File: config.mk
export PLATFORM = sky130hd
export DESIGN_NAME = txq_cts_gate
export DESIGN_NICKNAME = d
export VERILOG_FILES = /design/src/rtl/txq_pkg.sv /design/src/rtl/tx_byte_fifo.sv /design/src/rtl/tx_trig_irq.sv /design/src/rtl/cts_gate.sv /design/src/rtl/txq_cts_gate.sv
export SDC_FILE = /design/constraint.sdc
export NUM_CORES = 1
export LEC_CHECK = 0
export ABC_CLOCK_PERIOD_IN_PS = 6000
export CORE_MARGIN = 1
export CORE_UTILIZATION = 67
export CTS_BUF_LIST = sky130_fd_sc_hd__clkbuf_16
export DETAILED_ROUTE_END_ITERATION = 7
export PLACE_DENSITY_LB_ADDON = 0.1
export SLEW_MARGIN = 40
export SYNTH_ARGS = -nofsm -noshare
export SYNTH_HDL_FRONTEND = slang
export SYNTH_SLANG_ARGS = --single-unit
File: constraint.sdc
create_clock -name clk -period 6 [get_ports clk]
set_input_delay 1.5 -clock clk [delete_from_list [all_inputs] [get_ports clk]]
set_output_delay 1.5 -clock clk [all_outputs]
set_load 0.01 [all_outputs]
File: src/rtl/txq_pkg.sv
package txq_pkg;
  // trigger level used after reset and whenever enhanced mode is off
  localparam int unsigned TXQ_DEF_TRIG = 8;
endpackage

File: src/rtl/tx_byte_fifo.sv
module tx_byte_fifo #(
  parameter int DW    = 8,
  parameter int DEPTH = 64,
  localparam int AW   = $clog2(DEPTH),
  localparam int CW   = AW + 1
) (
  input  logic          clk,
  input  logic          rst,
  input  logic          wr_en,
  input  logic [DW-1:0] wr_data,
  input  logic          pop_req,
  output logic [DW-1:0] rd_data,
  output logic          rd_valid,
  output logic [CW-1:0] cnt_nxt,
  output logic          ovf
);
  logic [DW-1:0] mem [DEPTH];
  logic [AW-1:0] wp, rp;
  logic [CW-1:0] cnt;
  logic full, wr_ok, pop_ok;

  assign full   = (cnt == CW'(DEPTH));
  assign wr_ok  = wr_en & ~full;
  assign pop_ok = pop_req & (cnt != '0);

  always_comb begin
    case ({wr_ok, pop_ok})
      2'b10:   cnt_nxt = cnt + CW'(1);
      2'b01:   cnt_nxt = cnt - CW'(1);
      default: cnt_nxt = cnt;
    endcase
  end

  // storage without reset so it maps onto RAM
  always_ff @(posedge clk) begin
    if (wr_ok) mem[wp] <= wr_data;
  end

  always_ff @(posedge clk) begin
    if (rst) begin
      wp  <= '0;
      rp  <= '0;
      cnt <= '0;
      ovf <= 1'b0;
    end else begin
      if (wr_ok)  wp <= (wp == AW'(DEPTH-1)) ? '0 : wp + AW'(1);
      if (pop_ok) rp <= (rp == AW'(DEPTH-1)) ? '0 : rp + AW'(1);
      cnt <= cnt_nxt;
      if (wr_en && full) ovf <= 1'b1;
    end
  end

  assign rd_data  = mem[rp];
  assign rd_valid = (cnt != '0);

  // fill count never exceeds the depth
  a_r1_cnt_bound: assert property (@(posedge clk) disable iff (rst)
    cnt <= CW'(DEPTH));
  // a refused write never grows the count
  a_r2_full_no_grow: assert property (@(posedge clk) disable iff (rst)
    (wr_en && full) |=> (cnt <= $past(cnt)));
  // overflow flag is sticky
  a_r2_ovf_sticky: assert property (@(posedge clk) disable iff (rst)
    ovf |=> ovf);
  // a pop on an empty queue leaves it holding at most the new write
  a_r3_empty_pop: assert property (@(posedge clk) disable iff (rst)
    (pop_req && !rd_valid && !wr_en) |=> !rd_valid);
endmodule

File: src/rtl/tx_trig_irq.sv
module tx_trig_irq #(
  parameter int CW       = 7,
  parameter int DEF_TRIG = 8
) (
  input  logic          clk,
  input  logic          rst,
  input  logic          trig_we,
  input  logic [CW-1:0] trig_din,
  input  logic          enh_en,
  input  logic [CW-1:0] cnt_nxt,
  output logic          irq
);
  logic [CW-1:0] trig_q, act;

  assign act = enh_en ? trig_q : CW'(DEF_TRIG);

  always_ff @(posedge clk) begin
    if (rst) begin
      trig_q <= CW'(DEF_TRIG);
      irq    <= 1'b1;
    end else begin
      if (trig_we) trig_q <= trig_din;
      irq <= (cnt_nxt <= act);
    end
  end

  // an empty queue always raises the interrupt
  a_r4_empty_irq: assert property (@(posedge clk) disable iff (rst)
    (cnt_nxt == '0) |=> irq);
  // with enhanced mode off the level is the default
  a_r5_default_level: assert property (@(posedge clk) disable iff (rst)
    (!enh_en && cnt_nxt > CW'(DEF_TRIG)) |=> !irq);
endmodule

File: src/rtl/cts_gate.sv
module cts_gate (
  input  logic clk,
  input  logic rst,
  input  logic cts_n,
  input  logic acts_en,
  input  logic cts_ien,
  input  logic have_data,
  output logic start_ok,
  output logic cts_irq
);
  logic s1, s2;

  always_ff @(posedge clk) begin
    if (rst) begin
      s1      <= 1'b0;
      s2      <= 1'b0;
      cts_irq <= 1'b0;
    end else begin
      s1      <= cts_n;
      s2      <= s1;
      cts_irq <= cts_ien & s1 & ~s2;
    end
  end

  // only the start of a character is blocked; a running frame is untouched
  assign start_ok = have_data & ~(acts_en & s2);

  // the change interrupt is a single-cycle pulse
  a_r8_pulse: assert property (@(posedge clk) disable iff (rst)
    cts_irq |=> !cts_irq);
  // a pin held high two edges ago blocks starts under flow control
  a_r7_block: assert property (@(posedge clk) disable iff (rst)
    (!$past(rst) && !$past(rst, 2) && $past(cts_n, 2) && acts_en) |-> !start_ok);
  // no data, no start
  a_r6_need_data: assert property (@(posedge clk) disable iff (rst)
    !have_data |-> !start_ok);
endmodule

File: src/rtl/txq_cts_gate.sv
module txq_cts_gate #(
  parameter int DW    = 8,
  parameter int DEPTH = 64,
  localparam int CW   = $clog2(DEPTH) + 1
) (
  input  logic          clk,
  input  logic          rst,
  input  logic          wr_en,
  input  logic [DW-1:0] wr_data,
  input  logic          trig_we,
  input  logic [CW-1:0] trig_din,
  input  logic          enh_en,
  input  logic          acts_en,
  input  logic          cts_ien,
  input  logic          cts_n,
  input  logic          char_done,
  output logic [DW-1:0] q_data,
  output logic          q_valid,
  output logic          start_ok,
  output logic          tx_irq,
  output logic          cts_irq,
  output logic          wr_ovf
);
  logic [CW-1:0] cnt_nxt;

  tx_byte_fifo #(.DW(DW), .DEPTH(DEPTH)) u_fifo (
    .clk(clk), .rst(rst), .wr_en(wr_en), .wr_data(wr_data),
    .pop_req(char_done), .rd_data(q_data), .rd_valid(q_valid),
    .cnt_nxt(cnt_nxt), .ovf(wr_ovf)
  );

  tx_trig_irq #(.CW(CW), .DEF_TRIG(txq_pkg::TXQ_DEF_TRIG)) u_trig (
    .clk(clk), .rst(rst), .trig_we(trig_we), .trig_din(trig_din),
    .enh_en(enh_en), .cnt_nxt(cnt_nxt), .irq(tx_irq)
  );

  cts_gate u_gate (
    .clk(clk), .rst(rst), .cts_n(cts_n), .acts_en(acts_en),
    .cts_ien(cts_ien), .have_data(q_valid), .start_ok(start_ok),
    .cts_irq(cts_irq)
  );
endmodule

======== After elaboration in Yosys (flattened, before gate mapping) ========
Memory sizes are Yosys's and may differ from the RTL's. A register that Yosys moved wholly into a read port is not among the register bits.
Cells that the tools add are included.
cells by class
  add/subtract/negate cells ............... 4
  magnitude comparators ................... 1
  eq/ne operators ......................... 5
  multiplexer cells ....................... 8
  bitwise gates (word level) .............. 9
  reduce and logical (&&, ||, !) cells .... 2
operator list
  kind                                                                   number
  6-bit 2-to-1 mux                                                       4
  7-bit one-hot mux with 2 select lines                                  1
  6-bit by 1-bit adder with 6-bit output, second input constant          2
  6-bit equality test, second input constant                             2
  7-bit by 1-bit adder with 7-bit output, second input constant          1
  7-bit equality test, second input constant                             1
  7-bit <= comparator                                                    1
  7-bit 2-to-1 mux                                                       1
  7-bit nonzero test                                                     1
  7-bit by 1-bit subtractor with 7-bit output, second input constant     1
  1-bit AND                                                              6
  1-bit NOT                                                              3
  2-bit by 1-bit equality test with 1-bit output, second input constant  1
  2-bit equality test, second input constant                             1
  1-bit 2-to-1 mux                                                       2
  1-bit logical AND                                                      1
storage, ports and cells
  register bits after elaboration ......... 31
  RAM bits ................................ 512
  input bits .............................. 24
  output and inout port bits .............. 13
  memories kept ........................... 1
memory list
  memory      depth  width  read ports  clocked after Yosys merged registers in  wr ports  RTL line            text
  u_fifo.mem  64     8      1           1                                        1         tx_byte_fifo.sv:17  logic [DW-1:0] mem [DEPTH];

======== Logic depth before layout (Yosys ltp) ========
Gate-level depths: netlist of the first run.
  depth after elaboration ................. 6
  gate-level depth with buffers ........... 16

======== By module ========
From an unflattened synthesis of the first run, not the netlist that was laid out.
second synthesis, totals
  cells, all modules ...................... 1109
  area, all modules ....................... 21799.7 um2
modules (own cells, without submodules)
  module        instances  cells an instance  area each (um2)  seq. area each (um2)
  tx_byte_fifo  1          1053               21247.9          15895.2
  tx_trig_irq   1          49                 454.2            160.2
  cts_gate      1          7                  97.6             60.1

======== Worst setup path before layout of the first run ========
OpenSTA, ideal clock, no wires.
  kind .................................... input to register
  from .................................... input port char_done
  to ...................................... register u_trig.irq
  library setup time ...................... 133 ps
  arrival ................................. 4215 ps
  required time ........................... 5867 ps
  setup slack ............................. 1651 ps
  stages on the path ...................... 14
  cells stage by stage .................... or4bb_4 -> nor2_8 -> nor3_1 -> nor2_1 -> ha_1 -> a21oi_1 -> or4b_1 -> o32a_1 -> a211oi_2 -> xnor2_1 -> ha_1 -> nand3_1 -> a21oi_1 -> o221ai_1
on the way
  longest elaborated chain between the ends .. 4
  elaborated cells on any way between the ends .. 5
  classes of those cells .................. order compare (1); eq/ne (2); mux (1); bitwise (1)
ends and longest elaborated chain
  element                                                                                RTL line            text
  start: declaration                                                                     txq_cts_gate.sv:16  input logic char_done,
  1-bit AND (*)                                                                          tx_byte_fifo.sv:24  assign pop_ok = pop_req & (cnt != '0);
  2-bit by 1-bit equality test with 1-bit output or 2-bit equality test (tied branches)  tx_byte_fifo.sv:27  case ({wr_ok, pop_ok})
  7-bit one-hot mux with 2 select lines (*)                                              tx_byte_fifo.sv:27
  net cnt_nxt[6]                                                                         txq_cts_gate.sv:24  logic [CW-1:0] cnt_nxt;
  7-bit <= comparator (*)                                                                tx_trig_irq.sv:23   irq <= (cnt_nxt <= act);
  end signal: assignment                                                                 tx_trig_irq.sv:23
  end: declaration                                                                       tx_trig_irq.sv:11   output logic irq
Mark *: on every way through the listed nets, which the timed path passes. The rest lies on a longest branch.
A chain may end at the register's enable or synchronous reset.

==> results of run 1 <==
==> sequential cells by signal, indices dropped and copies added, names as in the netlist, named ones only <==
signal	cells
u_fifo.mem	512
u_fifo.cnt	7
u_trig.trig_q	7
u_fifo.rp	6
u_fifo.wp	6
u_fifo.ovf	1
u_gate.cts_irq	1
u_gate.s1	1
u_gate.s2	1
u_trig.irq	1
==> kinds of logic (layout without fill, tap and decap cells) <==
family	count (synthesis)	in the layout	share of synthesized area
AO/OA/AOI/OAI	118	118	0.0367
XOR/XNOR	12	12	0.00486
adder cells (fa/ha/maj)	11	11	0.00637
buffers and inverters	65	149	0.0149
flip-flops	549	549	0.745
multiplexers	149	149	0.144
other	0	1	0
AND/OR/NAND/NOR	211	211	0.0482
==> cell usage after synthesis, drive strengths merged, types with 2 or more instances <==
cell / number / area share
dfxtp: 37 / 0.034
ha: 11 / 0.0064
nor2b: 12 / 0.0035
a22o: 3 / 0.0012
edfxtp: 512 / 0.71
buf: 36 / 0.0098
inv: 5 / 0.00087
xor2: 9 / 0.0036
a21o: 3 / 0.0010
and2: 6 / 0.0017
nand3b: 3 / 0.0010
mux4: 128 / 0.13
o21ai: 10 / 0.0023
a31oi: 3 / 0.00087
nor2: 105 / 0.019
clkbuf: 24 / 0.0042
a221oi: 3 / 0.0012
nand3: 5 / 0.0012
or3b: 3 / 0.0012
mux2i: 11 / 0.0051
nand4: 6 / 0.0017
o22ai: 43 / 0.013
a22oi: 18 / 0.0062
nor4: 14 / 0.0047
mux2: 10 / 0.0052
xnor2: 3 / 0.0012
o21a: 2 / 0.00069
or4: 4 / 0.0014
or2: 2 / 0.00058
nor3: 6 / 0.0014
nand2b: 6 / 0.0017
or3: 7 / 0.0020
nand2: 27 / 0.0047
a21oi: 23 / 0.0055
==> power groups by stage <==
stage               Sequential [mW]  Clock [mW]  Combinational [mW]
floorplan                      4.36           0                1.69
global placement               4.48           0                2.10
detailed placement             4.48           0                2.13
CTS                            4.40        3.31                2.14
global route                   4.42        3.45                2.28
finish                         4.40        3.28                2.12
==> metal layers <==
metal | wire length (um) | track usage | vias up
met3 | 3870 | 0.0443 | 85
met5 | 0 | 0 | -
met1 | 17300 | 0.399 | 5607
met4 | 1380 | 0.0973 | 0
li1 | - | - | 4667
met2 | 23000 | 0.473 | 570
==> per-stage QoR <==
stage	instances	cell area, sq um
3_3_place_gp	1505	22300
3_5_place_dp	1505	22300
6_report	1602	24100
2_1_floorplan	1115	21600
5_1_grt	1601	24100
4_1_cts	1601	24000
==> cell usage in the layout, fill, tap and decap left out, drive strengths merged, types with 2 or more instances in the layout <==
| master | instances |
|---|---|
| o21ai | 10 |
| a21o | 3 |
| nand3 | 5 |
| clkdlybuf4s50 | 28 |
| a22oi | 18 |
| a31oi | 3 |
| edfxtp | 512 |
| a221oi | 3 |
| or4 | 4 |
| clkbuf | 56 |
| bufinv | 5 |
| nand2 | 27 |
| mux2 | 10 |
| nor4 | 14 |
| mux2i | 11 |
| o22ai | 43 |
| or3b | 3 |
| dfxtp | 37 |
| or2 | 2 |
| o21a | 2 |
| clkinv | 24 |
| nor3 | 6 |
| mux4 | 128 |
| nand2b | 6 |
| nor2b | 12 |
| xnor2 | 3 |
| nor2 | 105 |
| or3 | 7 |
| a22o | 3 |
| xor2 | 9 |
| nand4 | 6 |
| buf | 20 |
| clkinvlp | 3 |
| nand3b | 3 |
| inv | 13 |
| ha | 11 |
| a21oi | 23 |
| and2 | 6 |
==> final cells by class <==
class	count	share of cell area
clock inverters	40	0.0137
repair buffers	48	0.0192
multi-input cells	501	0.217
well taps	402	0.0209
flip-flops and latches	549	0.670
inverters	5	0.000780
diodes	1	0.000104
clock buffers	56	0.0582
==> worst max-delay path by stage <==
stage	slack (ns)	start	cells after the start	end
floorplan	1.65	char_done	14	u_trig.irq
global placement	0.91	char_done	15	u_trig.irq
detailed placement	0.81	char_done	15	u_trig.irq
CTS	0.59	flip-flop	6	q_data[6]
global route	0.42	flip-flop	6	q_data[7]
finish	0.60	flip-flop	6	q_data[6]
==> impl_metrics.env, run 1 <==
export IMPL_overflow=0
export IMPL_cp_slowest_cell="dfxtp_4"
export IMPL_core_area_sq_um=31600
export IMPL_nets=1193
export IMPL_p_leak_nw=7.47
export IMPL_clock_fmax_mhz=185
export IMPL_r2r_cells=12
export IMPL_ctsLongestPathBuffers=3
export IMPL_crit_buf_inv=2
export IMPL_maxSlewViolCount=0
export IMPL_regArea_sq_um=16100
export IMPL_dp_final_hpwl_mm=26.7
export IMPL_clk_latency_ns=0.57
export IMPL_switching_power_mw=2.58
export IMPL_setup_ws_ns=0.597
export IMPL_io_pins=37
export IMPL_clock_sinks=549
export IMPL_fin_skew_ns=0.0206
export IMPL_timing_rr_end="u_trig.irq"
export IMPL_routedWlPerCell_um=28.5
export IMPL_die_area_sq_um=33000
export IMPL_p_per_area_nw_per_um2=408
export IMPL_finalHoldWorstSlack_ns=0.460
export IMPL_required_ns=4.50
export IMPL_whs_path_depth=1
export IMPL_final_hold_viol_count=0
export IMPL_syn_area_sq_um=21600
export IMPL_synth_seq_cells=549
export IMPL_cts_hold_buf=0
export IMPL_hold_end="u_gate.s2"
export IMPL_fin_crit_sh=0.901
export IMPL_endpoint_kind="output pin"
export IMPL_regToRegSetupSlack_ns=1.97
export IMPL_outcome="finished clean"
export IMPL_criticalPathCategory="reg2out"
export IMPL_cp_top_family="buffers and inverters"
export IMPL_startpoint_type="flip-flop"
export IMPL_setup_violations=0
export IMPL_tightest_slew_ns=1.04
export IMPL_p_seq_frac=0.449
export IMPL_vdd_drop_max_mv=0.313
export IMPL_vias_per_cell=6.82
export IMPL_synth_fp_nets=1150
export IMPL_drive_gt1_frac=0.218
export IMPL_grt_pass1_vias=11000
export IMPL_drc=0
export IMPL_rows=65
export IMPL_clkTransAtPathRegs_ns=0.06
export IMPL_rsz0062_at_grt="false"
export IMPL_relSlewSlack=0.302
export IMPL_synth_yosys_seq_area_share=0.745
export IMPL_clockRootBuffer="clkbuf_16"
export IMPL_io_buffers=36
export IMPL_fillCellCount=1724
export IMPL_total_power_mw=9.81
export IMPL_cts_max_level=2
export IMPL_drt_total_wl_mm=45.6
export IMPL_min_from="u_gate.s1"
export IMPL_comb_power_share=0.217
export IMPL_arrival_ns=3.90
export IMPL_maxCapViolCount=0
export IMPL_detail_route_first_pass_iterations=5
export IMPL_die_w_um=182
export IMPL_cts_tree="built"
export IMPL_avgSynthCellArea_sq_um=19.4
export IMPL_multiInputGateArea_sq_um=5220
export IMPL_initial_utilization=0.683
export IMPL_finalCriticalPeriod_ns=5.40
export IMPL_hp_class="reg2reg"
export IMPL_antenna_found_initial=1
export IMPL_crit_chain="buf_12 > mux4_2 > a22oi_1 > a21oi_1 > or4_1 > clkdlybuf4s50_1"
export IMPL_synth_cell_types=62
export IMPL_grt_max_degree=74
export IMPL_synth_async_sr_flop_share=0
export IMPL_place_congestion=0.864
export IMPL_die_y_um=182
export IMPL_drt_iter0_markers=1256
export IMPL_post_cts_buffers=0
export IMPL_numCtsBuffers=53
export IMPL_postLayoutCoreUtil=0.761
export IMPL_rr_startpoint="u_fifo.cnt[4]"
export IMPL_swShare=0.263
export IMPL_cts_repair_resized=0
export IMPL_dr_total_vias=10900
export IMPL_synthFlopType="edfxtp_1"
export IMPL_synthToLayoutAreaGrowth_pct=11.3
export IMPL_clkPwrFrac=0.335
export IMPL_grtUsageTotal=0.287
export IMPL_path_max_fanout=73
export IMPL_netlist_instances=1115
export IMPL_synth_edf_count=512
export IMPL_grt_pass1_wl_mm=67.9
export IMPL_ant_nets=0
export IMPL_p_int_mw=7.23
export IMPL_yosysWarnings=0
export IMPL_crit_path_max_incr_delay_ns=0.60
export IMPL_post_place_ws_ns=0.807
export IMPL_tns_ns=0
Power figures use the tool's default switching activity.
==> run 2, diff against run 1 <==
CORE_UTILIZATION = 60   (was 67)
==> run 2 against run 1 <==
Net effect: count of clock-buffer cells in the layout grew 1; sequential cell count did not move; fmax decreased by 0.31%; total power fell by 0.71%; combinational power hardly changed; cell count rose by 4.4%; global-route usage fell by 2.3 points; non-clock buffer count rose by 9; critical path depth up 1; utilization down 8.0 points; largest cell class unchanged.
==> impl_metrics.env, run 2 (synthesis results as in run 1) <==
export IMPL_antennaDiodeCount=0
export IMPL_relSlewSlack=0.404
export IMPL_cts_tree="built"
export IMPL_finalCriticalPeriod_ns=5.42
export IMPL_clock_fmax_mhz=184
export IMPL_rows=69
export IMPL_crit_buf_inv=3
export IMPL_p_per_area_nw_per_um2=403
export IMPL_tightest_slew_ns=0.891
export IMPL_detail_route_first_pass_iterations=5
export IMPL_grt_pass1_wl_mm=68.7
export IMPL_hp_class="reg2reg"
export IMPL_final_hold_viol_count=0
export IMPL_swShare=0.266
export IMPL_ant_nets=0
export IMPL_multiInputGateArea_sq_um=5240
export IMPL_cp_top_family="buffers and inverters"
export IMPL_grt_pass1_vias=10800
export IMPL_arrival_ns=3.92
export IMPL_fillCellCount=2242
export IMPL_maxCapViolCount=0
export IMPL_grtUsageTotal=0.263
export IMPL_cp_slowest_cell="nor4_1"
export IMPL_routedWlPerCell_um=27.9
export IMPL_dp_final_hpwl_mm=28.4
export IMPL_vias_per_cell=6.50
export IMPL_die_y_um=192
export IMPL_p_int_mw=7.15
export IMPL_setup_violations=0
export IMPL_maxSlewViolCount=0
export IMPL_die_area_sq_um=36800
export IMPL_crit_chain="buf_12 > buf_4 > mux4_2 > o22ai_1 > nor4_1 > mux2_2 > clkdlybuf4s50_1"
export IMPL_criticalPathCategory="reg2out"
export IMPL_core_area_sq_um=35500
export IMPL_cts_hold_buf=0
export IMPL_io_buffers=36
export IMPL_comb_power_share=0.220
export IMPL_timing_rr_end="u_trig.irq"
export IMPL_rsz0062_at_grt="false"
export IMPL_fin_skew_ns=0.0121
export IMPL_top_register="u_fifo.mem"
export IMPL_p_seq_frac=0.456
export IMPL_place_congestion=0.871
export IMPL_p_leak_nw=7.53
export IMPL_antenna_found_initial=1
export IMPL_setup_ws_ns=0.580
export IMPL_endpoint_kind="output pin"
export IMPL_initial_utilization=0.609
export IMPL_io_pins=37
export IMPL_total_power_mw=9.74
export IMPL_drt_total_wl_mm=46.7
export IMPL_dr_total_vias=10900
export IMPL_cts_repair_resized=0
export IMPL_numCtsBuffers=54
export IMPL_post_cts_buffers=0
export IMPL_layout_common_cells="edfxtp_1, mux4_2, nor2_1"
export IMPL_nets=1203
export IMPL_regToRegSetupSlack_ns=1.98
export IMPL_die_w_um=192
export IMPL_overflow=0
export IMPL_largest_reg_flops=512
export IMPL_clock_sinks=549
export IMPL_startpoint_type="flip-flop"
export IMPL_required_ns=4.50
export IMPL_min_from="u_gate.s1"
export IMPL_drive_gt1_frac=0.220
export IMPL_endpoint="q_data[4]"
export IMPL_regArea_sq_um=16100
export IMPL_clk_latency_ns=0.59
export IMPL_cts_max_level=2
export IMPL_grt_max_degree=65
export IMPL_clockRootBuffer="clkbuf_16"
export IMPL_top_regs="u_fifo.mem: 512 flops, u_fifo.cnt: 7 flops, u_trig.trig_q: 7 flops"
export IMPL_drt_iter0_markers=1006
export IMPL_outcome="finished clean"
export IMPL_post_place_ws_ns=0.872
export IMPL_drc=0
export IMPL_synthToLayoutAreaGrowth_pct=11.7
export IMPL_tns_ns=0
export IMPL_clkTransAtPathRegs_ns=0.06
export IMPL_ctsLongestPathBuffers=3
export IMPL_rr_startpoint="u_fifo.cnt[4]"
export IMPL_fin_crit_sh=0.903
export IMPL_final_common_cell="edfxtp_1"
export IMPL_switching_power_mw=2.59
export IMPL_cp_num_cells=7
export IMPL_path_max_fanout=28
export IMPL_crit_path_max_incr_delay_ns=0.78
export IMPL_vdd_drop_max_mv=0.321
export IMPL_clkPwrFrac=0.324
export IMPL_r2r_cells=12
[run 2: cell count changes in the layout (fill, tap and decap cells not counted), moves of 2 or more]
| cell | delta |
|---|---|
| inv_1 | +10 |
| buf_4 | +6 |
| clkinv_1 | -2 |
| clkinvlp_4 | -2 |
| clkinv_2 | +2 |
| bufinv_16 | -3 |
| buf_2 | +2 |
| clkinv_4 | -2 |
[run 2: worst register-to-register path, stage by stage, from the launching register on]
cell and delay [ns]:
dfxtp_1 0.42, or4_1 0.81, o41a_1 0.53, ha_1 0.35, a21oi_1 0.41, o22ai_1 0.13, o21ai_0 0.26, a311oi_2 0.18
xor2_1 0.19, ha_1 0.30, nand3_1 0.09, a21oi_1 0.12, o221ai_1 0.13
[run 2: power by group through the flow]
stage                     sequential (mW)  clock, mW  combinational (mW)
after floorplan                      4.36          0                1.69
after global placement               4.52          0                2.14
after detailed placement             4.52          0                2.15
after CTS                            4.44       3.19                2.16
after global routing                 4.46       3.33                2.29
final                                4.44       3.16                2.14
[run 2: layout make-up]
cell class / instances / share of cell area
Timing Repair Buffer: 57 / 0.0223
Tap cell: 461 / 0.0239
Sequential cell: 549 / 0.667
Clock inverter: 42 / 0.00958
Multi-Input combinational cell: 501 / 0.217
Clock buffer: 57 / 0.0590
Inverter: 5 / 0.000777
[run 2: worst min-delay path by stage]
stage | to | slack (ns) | cells past startpoint
2_1_floorplan | u_gate.s2 | 0.44 | 1
3_3_place_gp | u_trig.trig_q[3] | 0.46 | 2
3_5_place_dp | u_gate.s2 | 0.46 | 1
4_1_cts | u_gate.s2 | 0.47 | 1
5_1_grt | u_gate.s2 | 0.48 | 1
6_report | u_gate.s2 | 0.47 | 1
[run 2: routing by layer]
metal / GRT usage / up-vias / part of all wire
met5: 0 / - / 0.00026
met4: 0.0766 / 2 / 0.025
li1: - / 4681 / -
met2: 0.423 / 430 / 0.49
met1: 0.379 / 5681 / 0.42
met3: 0.0398 / 72 / 0.068
[run 2: stage by stage]
step,hold WS [ns],utilization,area (sq um),instances
global placement,0.460,0.632,22400,1573
detailed placement,0.463,0.632,22400,1573
CTS,0.471,0.679,24100,1672
finish,0.470,0.681,24200,1672
floorplan,0.441,-,21600,1115
global route,0.482,0.681,24200,1672
